[src/rtl/gate_pair_pkg.sv]
package gate_pair_pkg;
  // switching action picked for the current count, in priority order
  typedef enum logic [2:0] {
    ACT_NONE,
    ACT_HS_OFF,
    ACT_LS_ON,
    ACT_LS_OFF,
    ACT_HS_ON
  } sw_act_e;
endpackage

[src/rtl/gp_phase_cnt.sv]
module gp_phase_cnt #(
  parameter int CNT_W = 12
) (
  input  logic             clk_i,
  input  logic             rst_ni,
  input  logic             start_i,
  input  logic [CNT_W-1:0] per_i,
  input  logic [CNT_W-1:0] half_i,
  output logic [CNT_W-1:0] cnt_o,
  output logic [CNT_W-1:0] per_o,
  output logic [CNT_W-1:0] half_o
);
  logic [CNT_W-1:0] cnt_q, per_q, half_q;
  logic             wrap;

  assign wrap = (cnt_q >= per_q - CNT_W'(1));

  always_ff @(posedge clk_i or negedge rst_ni) begin
    if (!rst_ni) begin
      cnt_q  <= '0;
      per_q  <= '0;
      half_q <= '0;
    end else if (start_i) begin
      cnt_q  <= '0;
      per_q  <= per_i;
      half_q <= half_i;
    end else if (wrap) begin
      // settings are taken only here
      cnt_q  <= '0;
      per_q  <= per_i;
      half_q <= half_i;
    end else begin
      cnt_q  <= cnt_q + CNT_W'(1);
    end
  end

  assign cnt_o  = cnt_q;
  assign per_o  = per_q;
  assign half_o = half_q;
endmodule

[src/rtl/gp_edge_dec.sv]
module gp_edge_dec
  import gate_pair_pkg::*;
#(
  parameter int CNT_W = 12,
  parameter int DEAD  = 10
) (
  input  logic [CNT_W-1:0] cnt_i,
  input  logic [CNT_W-1:0] per_i,
  input  logic [CNT_W-1:0] half_i,
  output sw_act_e          act_o
);
  localparam logic [CNT_W-1:0] DeadC = CNT_W'(DEAD);

  logic [CNT_W-1:0] pt_hs_off, pt_ls_on, pt_ls_off, pt_hs_on;

  assign pt_hs_off = half_i;
  assign pt_ls_on  = half_i + DeadC;
  assign pt_hs_on  = per_i - half_i;
  assign pt_ls_off = per_i - half_i - DeadC;

  always_comb begin
    if (cnt_i == pt_hs_off)      act_o = ACT_HS_OFF;
    else if (cnt_i == pt_ls_on)  act_o = ACT_LS_ON;
    else if (cnt_i == pt_ls_off) act_o = ACT_LS_OFF;
    else if (cnt_i == pt_hs_on)  act_o = ACT_HS_ON;
    else                         act_o = ACT_NONE;
  end
endmodule

[src/rtl/gp_drive.sv]
module gp_drive
  import gate_pair_pkg::*;
(
  input  logic    clk_i,
  input  logic    rst_ni,
  input  logic    start_i,
  input  sw_act_e act_i,
  output logic    hs_o,
  output logic    ls_o
);
  always_ff @(posedge clk_i or negedge rst_ni) begin
    if (!rst_ni) begin
      hs_o <= 1'b0;
      ls_o <= 1'b0;
    end else if (start_i) begin
      hs_o <= 1'b1;
      ls_o <= 1'b0;
    end else begin
      unique case (act_i)
        ACT_HS_OFF: hs_o <= 1'b0;
        ACT_LS_ON:  ls_o <= 1'b1;
        ACT_LS_OFF: ls_o <= 1'b0;
        ACT_HS_ON:  hs_o <= 1'b1;
        default:    ;
      endcase
    end
  end
endmodule

[src/rtl/gate_pair_gen.sv]
module gate_pair_gen
  import gate_pair_pkg::*;
#(
  parameter int NUM_PH = 2,
  parameter int CNT_W  = 12,
  parameter int DEAD   = 10
) (
  input  logic                    clk_i,
  input  logic                    rst_ni,
  input  logic [CNT_W-1:0]        period_i,
  input  logic [NUM_PH*CNT_W-1:0] half_i,
  output logic [NUM_PH-1:0]       hs_o,
  output logic [NUM_PH-1:0]       ls_o
);
  logic run_q;
  logic start;

  always_ff @(posedge clk_i or negedge rst_ni) begin
    if (!rst_ni) run_q <= 1'b0;
    else         run_q <= 1'b1;
  end

  assign start = !run_q;

  for (genvar i = 0; i < NUM_PH; i++) begin : g_ph
    logic [CNT_W-1:0] cnt, per_act, half_act;
    sw_act_e          act;

    gp_phase_cnt #(.CNT_W(CNT_W)) u_cnt (
      .clk_i   (clk_i),
      .rst_ni  (rst_ni),
      .start_i (start),
      .per_i   (period_i),
      .half_i  (half_i[i*CNT_W +: CNT_W]),
      .cnt_o   (cnt),
      .per_o   (per_act),
      .half_o  (half_act)
    );

    gp_edge_dec #(.CNT_W(CNT_W), .DEAD(DEAD)) u_dec (
      .cnt_i  (cnt),
      .per_i  (per_act),
      .half_i (half_act),
      .act_o  (act)
    );

    gp_drive u_drv (
      .clk_i   (clk_i),
      .rst_ni  (rst_ni),
      .start_i (start),
      .act_i   (act),
      .hs_o    (hs_o[i]),
      .ls_o    (ls_o[i])
    );
  end
endmodule

[config.mk]
export PLATFORM = sky130hd
export DESIGN_NAME = gate_pair_gen
export DESIGN_NICKNAME = d
export VERILOG_FILES = /design/src/rtl/gate_pair_pkg.sv /design/src/rtl/gp_phase_cnt.sv /design/src/rtl/gp_edge_dec.sv /design/src/rtl/gp_drive.sv /design/src/rtl/gate_pair_gen.sv
export SDC_FILE = /design/constraint.sdc
export NUM_CORES = 1
export LEC_CHECK = 0
export BUFFER_PORTS_ARGS = -buffer_cell sky130_fd_sc_hd__buf_4
export CORE_MARGIN = 2
export CORE_UTILIZATION = 38
export DETAILED_ROUTE_END_ITERATION = 10
export GPL_TIMING_DRIVEN = 0
export SYNTH_ARGS = -nofsm -noshare
export SYNTH_HDL_FRONTEND = slang
export SYNTH_SLANG_ARGS = --single-unit
export TNS_END_PERCENT = 5
[constraint.sdc]
create_clock -name clk_i -period 3.3 [get_ports clk_i]
set_input_delay 0.33 -clock clk_i [delete_from_list [all_inputs] [get_ports clk_i]]
set_output_delay 0.33 -clock clk_i [all_outputs]
set_load 0.005 [all_outputs]
==> impl_metrics.tcl <==
set metrics [dict create \
    grt_pass1_vias 5370 \
    rows 48 \
    synthCells 729 \
    tightest_slew_ns 1.02 \
    drc 0 \
    fillers 1681 \
    finalMaxSlewViolations 0 \
    first_iter_violations 278 \
    min_period_over_period_pct 99.9 \
    rsz0062_at_grt "true" \
    yosysSeqAreaShare_pct 28.6 \
    fin_crit_ns 3.30 \
    die_h_um 137 \
    insertion_delay_ns 0.35 \
    fin_nets 887 \
    cp-startpoint "g_ph[0].u_cnt.per_o[3]$_DFFE_PN0P_" \
    drv_cap 0 \
    path_class "reg -> reg" \
    max_freq_mhz 303 \
    synth_edf_count 0 \
    ir_worst_vdd_mv 0.265 \
    relSlewSlack_pct 31.8 \
    drive_gt1_share_pct 24.7 \
    coreArea_um2 17400 \
    synth_nets 823 \
    synth_common_cells "dfrtp_1 (77), xnor2_1 (73), xor2_1 (64)" \
    yosysMostFrequentCell "dfrtp_1" \
    yosysWarnings 0 \
    finalHoldViolations 0 \
    hp-class "in -> async" \
    viasPerCell 5.38 \
    antenna_found_initial 0 \
    gp_congestion 0.899 \
    yosys.area.top_type "dfrtp_1" \
    skew_ns 0.00721 \
    first_pass_iters 5 \
    holdBufCountCts 0 \
    clockBufferDepth 2 \
    area_growth_pct 18.6 \
    grt_max_degree 78 \
    holdWs_ns 0.161 \
    synth_area_um2 6750 \
    io_pins 42 \
    startpoint_type "flip-flop" \
    die_w_um 137 \
    clock_sinks 77 \
    ys_types 69 \
    crit_path_end_kind "flip-flop" \
    start_util_pct 38.9 \
    overflow 0 \
    cp.required_ns 3.53 \
    dieArea_um2 18800 \
    worstPathArrival_ns 3.53 \
    diodes 0 \
    critPathMaxFanout 6 \
    cts_made_buffers 9 \
    yosys-top-cells-area "dfrtp_1 (29%), ha_1 (10%), xnor2_1 (9.5%), xor2_1 (8.3%), mux2_2 (8.2%)" \
    wl_per_cell_um 16.9 \
    cts_tree "built" \
    clockRootBuffer "clkbuf_16" \
    grt_pass1_wl_um 28200 \
    ys_ff_latch 77 \
    yosysTopAreaCellShare_pct 28.6 \
    post-dp-hpwl_um 13200 \
    status "finished, final reports clean" \
    syn_avg_cell_area_um2 9.26 \
    synth-async-reset-ratio_pct 100 \
    track_usage_pct 19.3 \
    ant_nets 0 \
    power_density_nw_per_um2 478 \
    vias 5501 \
    drt_wl_total_um 17300 \
    ys.flop_type "dfrtp_1" \
    reg2reg_from "g_ph[0].u_cnt.per_o[3]$_DFFE_PN0P_" \
    power_leakage_nw 3.52 \
    htreeDepth 3 \
    setup_viol_count_final 0 \
    io_buffers 41 \
    finalPower_w 0.00383 \
    clk_transition_reported_paths_ns 0.06 \
]
==> path summary, 6_finish.rpt <==
kind / endpoint / slack [ns] / depth (start not counted)
min in group clk_i: g_ph[1].u_cnt.half_o[1]$_DFFE_PN0P_ / 0.21 / 2
max: g_ph[0].u_drv.ls_o$_DFFE_PN0P_ / 0.002 / 12
min: g_ph[0].u_drv.ls_o$_DFFE_PN0P_ / 0.16 / 1
max reg2reg: g_ph[0].u_drv.ls_o$_DFFE_PN0P_ / 0.002 / 12
min reg2reg: g_ph[0].u_cnt.half_o[11]$_DFFE_PN0P_ / 0.54 / 1
max in group asynchronous: g_ph[1].u_cnt.half_o[4]$_DFFE_PN0P_ / 2.41 / 1
==> metal layers <==
metal / GRT usage, % / vias to the layer above / wire length (um)
li1: - / 2716 / -
met1: 27.3 / 2659 / 8520
met2: 30.1 / 102 / 7860
met3: 2.65 / 24 / 513
met4: 6.64 / 0 / 382
met5: 0 / - / 0
==> layout by cell type, fill, tap and decap left out, types with 7 or more instances in the layout <==
cell type and instances:
mux2_2 49, xor2_1 61, ha_1 49, buf_4 61
nand3_1 18, nor2b_1 7, and3_1 10, nor3_1 21
nand2_1 31, clkbuf_16 9, a21o_1 16, nand2b_1 9
dfrtp_2 8, nor2_1 54, o21ai_0 11, nand4_1 7
or2_2 7, xnor2_1 71, o31ai_1 7, or3_1 7
nor4_1 12, a21oi_1 14, clkbuf_1 13, dfrtp_1 69
inv_1 38
==> worst max-delay path, stage by stage, from the launching register on <==
cell	delay, ns
dfrtp_2	0.46
ha_4	0.25
buf_6	0.13
a21o_1	0.15
a21o_1	0.19
or3_4	0.34
and2_4	0.17
buf_6	0.12
or3b_4	0.39
or4_4	0.44
o211ai_1	0.21
a31oi_2	0.12
o221a_1	0.22
==> logic make-up (layout without fill, tap and decap cells) <==
logic type / count (synthesis) / count (layout) / share of synthesized area (%)
DFF: 77 / 77 / 28.6
adders and majority gates: 56 / 56 / 10.6
muxes: 54 / 54 / 8.92
and+or+nand+nor: 218 / 218 / 17.1
AOI/OAI and AO/OA: 115 / 115 / 12.2
other: 1 / 1 / 0.0556
buffers and inverters: 70 / 139 / 4.50
xor gates and xnor gates: 138 / 138 / 18.1
==> cell type report <==
class / instances / area (um^2) / area share (%)
Multi-Input combinational cell: 582 / 4770 / 59.6
Sequential cell: 77 / 1940 / 24.2
Timing Repair Buffer: 57 / 428 / 5.35
Tap cell: 225 / 282 / 3.52
Clock buffer: 12 / 256 / 3.20
Buffer: 27 / 156 / 1.95
Inverter: 39 / 146 / 1.83
Clock inverter: 4 / 31.3 / 0.391
==> flip-flops by register name, indices dropped and copies added (netlist names) <==
signal	cells
run_q	1
g_ph.u_drv.hs_o	2
g_ph.u_cnt.cnt_o	24
g_ph.u_cnt.half_o	24
g_ph.u_cnt.per_o	24
g_ph.u_drv.ls_o	2
==> metrics by stage <==
step                      setup WS, ns  util, %  instances  TNS [ns]  area (um^2)
after floorplan                 0.0273        -        729         0         6750
after global placement          -0.715     42.3        995    -32.56         7340
after detailed placement        -0.696     42.3        995    -32.17         7340
after CTS                      -0.0792     45.1       1017    -0.137         7830
after global routing           -0.0977     46.1       1023    -0.147         8000
final                          0.00204     46.1       1023         0         8000
==> where the power goes <==
part	leakage (nW)	switching (W)	internal, W
combinational	2.43	0.000912	0.000815
clock	0.143	0.000417	0.000555
sequential	0.941	0.000115	0.00101
==> repair_timing <==
item,in CTS,in global routing
buffers inserted,8,8
endpoints found under the setup margin,60,58
pin swaps,7,13
resized for setup,37,32
Power figures use the tool's default switching activity.
